**config.mk**
```make
export PLATFORM = sky130hd
export DESIGN_NAME = tdm_pcm_tx
export DESIGN_NICKNAME = d
export VERILOG_FILES = /design/src/rtl/tdm_pkg.sv /design/src/rtl/tdm_cfg_latch.sv /design/src/rtl/tdm_slot_pos.sv /design/src/rtl/tdm_word_hold.sv /design/src/rtl/tdm_bit_shift.sv /design/src/rtl/tdm_pcm_tx.sv
export SDC_FILE = /design/constraint.sdc
export NUM_CORES = 1
export LEC_CHECK = 0
export ABC_AREA = 1
export BUFFER_PORTS_ARGS = -buffer_cell sky130_fd_sc_hd__buf_2
export CORE_MARGIN = 2
export CORE_UTILIZATION = 40
export CTS_BUF_LIST = sky130_fd_sc_hd__clkbuf_4
export DETAILED_ROUTE_END_ITERATION = 10
export HOLD_SLACK_MARGIN = 0.03
export PLACE_DENSITY = 0.63
export SLEW_MARGIN = 20
export SYNTH_ARGS = -nofsm -noshare
export SYNTH_HDL_FRONTEND = slang
export SYNTH_SLANG_ARGS = --single-unit
```
**constraint.sdc**
```tcl
create_clock -name clk -period 3.15 [get_ports clk]
set_input_delay 0.315 -clock clk [delete_from_list [all_inputs] [get_ports clk]]
set_output_delay 0.315 -clock clk [all_outputs]
set_load 0.02 [all_outputs]
```
**src/rtl/tdm_pkg.sv**
```systemverilog
package tdm_pkg;

   localparam int LEN_W = 6;

   typedef struct packed {
      logic [1:0] slots_sel;
      logic [1:0] slot_w_sel;
      logic [1:0] data_w_sel;
      logic       sync_long;
   } tdm_cfg_t;

   function automatic logic [LEN_W-1:0] sel_to_len(input logic [1:0] sel);
      return LEN_W'((32'(sel) + 32'd1) * 32'd8);
   endfunction

   function automatic logic [3:0] sel_to_slots(input logic [1:0] sel);
      return 4'((32'(sel) + 32'd1) * 32'd2);
   endfunction

endpackage

```
**src/rtl/tdm_cfg_latch.sv**
```systemverilog
module tdm_cfg_latch
   import tdm_pkg::*;
#(
   parameter int SLOT_NW = 4
) (
   input  logic               clk,
   input  logic               rst_n,
   input  logic               load,
   input  logic               use_new,
   input  tdm_cfg_t           cfg_in,
   output logic [LEN_W-1:0]   slot_len,
   output logic [LEN_W-1:0]   data_len,
   output logic [SLOT_NW-1:0] n_slots,
   output logic               sync_long
);

   tdm_cfg_t         act_q;
   tdm_cfg_t         cur;
   logic [LEN_W-1:0] nom_len;

   always_ff @(posedge clk) begin
      if (!rst_n) begin
         act_q <= '0;
      end else if (load) begin
         act_q <= cfg_in;
      end
   end

   always_comb begin
      cur       = use_new ? cfg_in : act_q;
      nom_len   = sel_to_len(cur.slot_w_sel);
      data_len  = sel_to_len(cur.data_w_sel);
      slot_len  = (nom_len > data_len) ? nom_len : data_len;
      n_slots   = SLOT_NW'(sel_to_slots(cur.slots_sel));
      sync_long = cur.sync_long;
   end

endmodule

```
**src/rtl/tdm_slot_pos.sv**
```systemverilog
module tdm_slot_pos
   import tdm_pkg::*;
#(
   parameter int SLOT_CW = 3,
   parameter int SLOT_NW = 4
) (
   input  logic               clk,
   input  logic               rst_n,
   input  logic               enable,
   input  logic               step,
   input  logic [LEN_W-1:0]   slot_len,
   input  logic [SLOT_NW-1:0] n_slots,
   output logic [LEN_W-1:0]   bit_cnt,
   output logic [SLOT_CW-1:0] slot_cnt,
   output logic               frame_start,
   output logic               slot_start
);

   logic [LEN_W-1:0]   bit_nxt;
   logic [SLOT_NW-1:0] slot_nxt;

   assign bit_nxt     = bit_cnt + LEN_W'(1);
   assign slot_nxt    = SLOT_NW'(slot_cnt) + SLOT_NW'(1);
   assign slot_start  = (bit_cnt == '0);
   assign frame_start = slot_start && (slot_cnt == '0);

   always_ff @(posedge clk) begin
      if (!rst_n || !enable) begin
         bit_cnt  <= '0;
         slot_cnt <= '0;
      end else if (step) begin
         if (bit_nxt == slot_len) begin
            bit_cnt <= '0;
            if (slot_nxt == n_slots) begin
               slot_cnt <= '0;
            end else begin
               slot_cnt <= slot_cnt + SLOT_CW'(1);
            end
         end else begin
            bit_cnt <= bit_nxt;
         end
      end
   end

endmodule

```
**src/rtl/tdm_word_hold.sv**
```systemverilog
module tdm_word_hold #(
   parameter int W = 32
) (
   input  logic         clk,
   input  logic         rst_n,
   input  logic [W-1:0] s_data,
   input  logic         s_valid,
   input  logic         take,
   output logic         s_ready,
   output logic [W-1:0] word,
   output logic         full
);

   assign s_ready = !full;

   always_ff @(posedge clk) begin
      if (!rst_n) begin
         full <= 1'b0;
         word <= '0;
      end else begin
         if (take) begin
            full <= 1'b0;
         end
         if (s_valid && s_ready) begin
            full <= 1'b1;
            word <= s_data;
         end
      end
   end

endmodule

```
**src/rtl/tdm_bit_shift.sv**
```systemverilog
module tdm_bit_shift
   import tdm_pkg::*;
#(
   parameter int W = 32
) (
   input  logic             clk,
   input  logic             rst_n,
   input  logic             enable,
   input  logic             step,
   input  logic             slot_start,
   input  logic             have_word,
   input  logic [W-1:0]     word,
   input  logic [LEN_W-1:0] data_len,
   input  logic             fs_now,
   output logic             fsync,
   output logic             sdata,
   output logic             underflow
);

   localparam int SH_W = $clog2(W + 1);

   logic [W-1:0]    sh_q;
   logic [W-1:0]    aligned;
   logic [SH_W-1:0] shamt;

   always_comb begin
      shamt   = SH_W'(W) - SH_W'(data_len);
      aligned = have_word ? (word << shamt) : '0;
   end

   always_ff @(posedge clk) begin
      if (!rst_n || !enable) begin
         sh_q      <= '0;
         sdata     <= 1'b0;
         fsync     <= 1'b0;
         underflow <= 1'b0;
      end else begin
         underflow <= step && slot_start && !have_word;
         if (step) begin
            fsync <= fs_now;
            if (slot_start) begin
               sdata <= aligned[W-1];
               sh_q  <= aligned << 1;
            end else begin
               sdata <= sh_q[W-1];
               sh_q  <= sh_q << 1;
            end
         end
      end
   end

endmodule

```
**src/rtl/tdm_pcm_tx.sv**
```systemverilog
module tdm_pcm_tx
   import tdm_pkg::*;
#(
   parameter int SAMPLE_W  = 32,
   parameter int MAX_SLOTS = 8
) (
   input  logic                clk,
   input  logic                rst_n,
   input  logic                enable,
   input  logic                bclk_en,
   input  logic [1:0]          slot_cnt_sel,
   input  logic [1:0]          slot_w_sel,
   input  logic [1:0]          data_w_sel,
   input  logic                sync_slot_long,
   input  logic [SAMPLE_W-1:0] s_data,
   input  logic                s_valid,
   output logic                s_ready,
   output logic                fsync,
   output logic                sdata,
   output logic                underflow
);

   localparam int SLOT_CW = $clog2(MAX_SLOTS);
   localparam int SLOT_NW = $clog2(MAX_SLOTS + 1);

   if (SAMPLE_W < 32) begin : g_bad_sample_w
      $error("tdm_pcm_tx: SAMPLE_W must hold a 32-bit sample");
   end
   if (MAX_SLOTS < 8) begin : g_bad_slots
      $error("tdm_pcm_tx: MAX_SLOTS must cover 8 slots");
   end

   tdm_cfg_t           cfg_in;
   logic               step;
   logic [LEN_W-1:0]   slot_len;
   logic [LEN_W-1:0]   data_len;
   logic [SLOT_NW-1:0] n_slots;
   logic               sync_long;
   logic [LEN_W-1:0]   bit_cnt;
   logic [SLOT_CW-1:0] slot_cnt;
   logic               frame_start;
   logic               slot_start;
   logic [SAMPLE_W-1:0] held_word;
   logic               held_full;
   logic               take;
   logic               fs_now;

   assign cfg_in = '{slots_sel:  slot_cnt_sel,
                     slot_w_sel: slot_w_sel,
                     data_w_sel: data_w_sel,
                     sync_long:  sync_slot_long};
   assign step   = enable && bclk_en;
   assign take   = step && slot_start && held_full;
   assign fs_now = sync_long ? (slot_cnt == '0) : frame_start;

   tdm_cfg_latch #(.SLOT_NW(SLOT_NW)) u_cfg (
      .clk      (clk),
      .rst_n    (rst_n),
      .load     (step && frame_start),
      .use_new  (frame_start),
      .cfg_in   (cfg_in),
      .slot_len (slot_len),
      .data_len (data_len),
      .n_slots  (n_slots),
      .sync_long(sync_long)
   );

   tdm_slot_pos #(.SLOT_CW(SLOT_CW), .SLOT_NW(SLOT_NW)) u_pos (
      .clk        (clk),
      .rst_n      (rst_n),
      .enable     (enable),
      .step       (step),
      .slot_len   (slot_len),
      .n_slots    (n_slots),
      .bit_cnt    (bit_cnt),
      .slot_cnt   (slot_cnt),
      .frame_start(frame_start),
      .slot_start (slot_start)
   );

   tdm_word_hold #(.W(SAMPLE_W)) u_hold (
      .clk    (clk),
      .rst_n  (rst_n),
      .s_data (s_data),
      .s_valid(s_valid),
      .take   (take),
      .s_ready(s_ready),
      .word   (held_word),
      .full   (held_full)
   );

   tdm_bit_shift #(.W(SAMPLE_W)) u_shift (
      .clk       (clk),
      .rst_n     (rst_n),
      .enable    (enable),
      .step      (step),
      .slot_start(slot_start),
      .have_word (held_full),
      .word      (held_word),
      .data_len  (data_len),
      .fs_now    (fs_now),
      .fsync     (fsync),
      .sdata     (sdata),
      .underflow (underflow)
   );

endmodule

```
==> impl_metrics.json <==
{
  "outcome": "finished clean",
  "num_vias": 4098,
  "port_buffers": 47,
  "crit_top_cell": "nand2_1",
  "synth_edf_count": 0,
  "grt_antenna_before_repair": 0,
  "grt_pass1_vias": 3777,
  "fmax_mhz": 336,
  "post_drt_wl_per_cell_um": 13.4,
  "cts.sinks": 83,
  "final_nets": 715,
  "die_h_um": 107,
  "grt_max_degree": 38,
  "dp.final_hpwl_mm": 7.58,
  "cts_root_buf": "clkbuf_4",
  "fill_cells": 1092,
  "die_w_um": 107,
  "netlist_area_um2": 4210,
  "cpPeakStageDelay_ps": 350,
  "period_share_pct": 94.5,
  "vias_per_cell": 5.11,
  "final_common_cell": "nand2_1",
  "clk_latency_ps": 440,
  "crit_arrival_ps": 3340,
  "std_cell_rows": 37,
  "p_leak_uw": 0.00209,
  "power.density_nw_per_um2": 457,
  "synth_cell_type_count": 30,
  "final_core_util_pct": 47.3,
  "ant_nets": 0,
  "synth_fp_nets": 673,
  "track_usage_pct": 19.5,
  "post-place-ws_ps": -75.0,
  "clock_path_buffers": 2,
  "drtIter0Drc": 204,
  "critical_path_class": "flip-flop to flip-flop",
  "drv_slew": 0,
  "overflow": 0,
  "syn_inst": 619,
  "hold_class": "input port to flip-flop",
  "start_kind": "flip-flop",
  "synth_top_area_share_pct": 39.4,
  "yosysTopAreaCell": "dfxtp_1",
  "yosysSeqAreaShare_pct": 39.4,
  "async_reset_ff_share_pct": 0,
  "tightest_slew_ps": 592,
  "grt_pass1_wl_mm": 17.8,
  "maxCapViolCount": 0,
  "crit_slowest_cell": "dfxtp_2",
  "ys_ff_latch": 83,
  "drt_first_pass_iters": 5,
  "yosys_warnings": 0,
  "h-tree-depth": 3,
  "routabilityCongestion": 0.859,
  "cts_inserted_buffers": 9,
  "dieArea_um2": 11400,
  "syn_area_per_cell_um2": 6.81,
  "initial_core_util_pct": 41.0,
  "cts_tree": "yes",
  "area_growth_pct": 15.3,
  "drive_gt1_share_pct": 17.6,
  "end_kind": "flip-flop",
  "vdd_drop_max_mv": 0.229,
  "n_antenna_cell": 0,
  "crit_chain": "inv_1 -> ha_2 -> inv_1 -> nor2_4 -> nand4_4 -> nand2_2 -> o21ai_4 -> ha_1 -> inv_1 -> ha_4 -> nand3_1 -> nand2_2 -> nand2_4 -> nand2_1 -> nand2_1 -> nand2_1 -> nand2_1 -> nor2_4 -> nand3_4 -> nor2_1 -> nor2_1",
  "setup_viol": 0,
  "fin_skew_ps": 20.9,
  "drc_errors": 0,
  "cp.required_ps": 3510,
  "totalWireLength_mm": 10.8,
  "crit_family": "simple AND/OR/NAND/NOR gates",
  "clkTransAtPathRegs_ps": 150,
  "whs_ps": 113,
  "ys.flop_type": "dfxtp_1",
  "slew_headroom_pct": 60.5,
  "final_cell_mix": "nand2_1 (107), nor2_1 (83), dfxtp_1 (81)",
  "fin_crit_ps": 2980,
  "cts-hold-fix-buffers": 0,
  "hold_viol": 0,
  "crit_fanout": 6,
  "synth_area_leaders": "dfxtp_1 (39%), nand2_1 (10%), a21oi_1 (9.5%)",
  "ioPinCount": 48,
  "finalWorstSetupSlack_ps": 172,
  "fp.coreArea_um2": 10300,
  "cp_num_buf_inv": 3
}
## state kept, by name, summed over array words and instances (netlist names)
signal             flops
u_shift.sh_q          31
u_hold.full            1
u_cfg.act_q            7
u_shift.sdata          1
u_pos.slot_cnt         3
u_pos.bit_cnt          6
u_shift.fsync          1
u_shift.underflow      1
u_hold.word           32
## power breakdown
group	total [µW]	switching (µW)	internal [µW]
registers	1140	32.5	1110
clock network	631	381	251
logic	447	289	158
total	2220	702	1520
## cell usage after synthesis (5+ instances only)
library cell / count
nand2_1: 116
dfxtp_1: 83
nand3_1: 35
a21oi_1: 80
inv_1: 57
nor2_1: 84
buf_2: 8
o21ai_1: 8
clkbuf_1: 23
o21ai_0: 66
nor2_4: 5
o211ai_1: 19
ha_1: 10
## worst register-to-register path: cells and delay by family (launching register included)
kind | cells | cell delay [ps]
adders and majority gates | 3 | 740
buffers and inverters | 3 | 220
and+or+nand+nor | 14 | 1540
AOI/OAI and AO/OA | 1 | 70
DFF | 1 | 350
## per-layer routing
| layer | wire length (µm) | share of wire (%) | GRT usage, % |
|---|---|---|---|
| met3 | 398 | 3.7 | 2.19 |
| met4 | 187 | 1.7 | 7.79 |
| met2 | 5070 | 47 | 31.6 |
| met1 | 5100 | 47 | 26.4 |
| met5 | 0 | 0 | 0 |
## cell type report
cell class / instances / area (µm²) / share of cell area (%)
Timing Repair Buffer: 62 / 348 / 7.16
Clock inverter: 6 / 65.1 / 1.34
Multi-Input combinational cell: 445 / 2310 / 47.6
Sequential cell: 83 / 1660 / 34.3
Tap cell: 136 / 170 / 3.50
Inverter: 60 / 225 / 4.64
Clock buffer: 10 / 75.1 / 1.55
## stage by stage
stage          TNS, ps  total power [µW]  cell area (µm²)  instances
2_1_floorplan        0              1450             4210        619
3_3_place_gp         0              1560             4580        782
3_5_place_dp      -221              1570             4580        782
4_1_cts              0              2200             4720        798
5_1_grt           -165              2350             4860        802
6_report             0              2220             4860        802
## what timing repair did
item | CTS | global route
gates resized for setup | 2 | 23
endpoints found under the setup margin | 8 | 8
cloned | 0 | 1
buffers inserted | 0 | 3
pin swaps | 0 | 9
## path summary, 6_finish.rpt
kind                                       start                              to  slack (ps)  cells past startpoint
setup / recovery  u_pos.slot_cnt[1]$_SDFFE_PP0P_  u_pos.slot_cnt[2]$_SDFFE_PP0P_         170                     21
hold / removal                        s_data[27]    u_hold.word[27]$_SDFFE_PN0P_         110                      3
setup reg to reg  u_pos.slot_cnt[1]$_SDFFE_PP0P_  u_pos.slot_cnt[2]$_SDFFE_PP0P_         170                     21
hold reg to reg         u_hold.full$_SDFFE_PN0P_    u_shift.underflow$_SDFF_PP0_         460                      1
## cells by family (layout without fill, tap and decap cells)
logic type / Yosys count / count (layout) / synth area share [%]
and+or+nand+nor: 252 / 253 / 25.5
xor gates and xnor gates: 3 / 3 / 0.624
AOI/OAI and AO/OA: 179 / 179 / 22.9
adders and majority gates: 10 / 10 / 2.97
DFF: 83 / 83 / 39.4
buffers and inverters: 92 / 138 / 8.52
No activity file was read; power rests on OpenSTA's default activity.
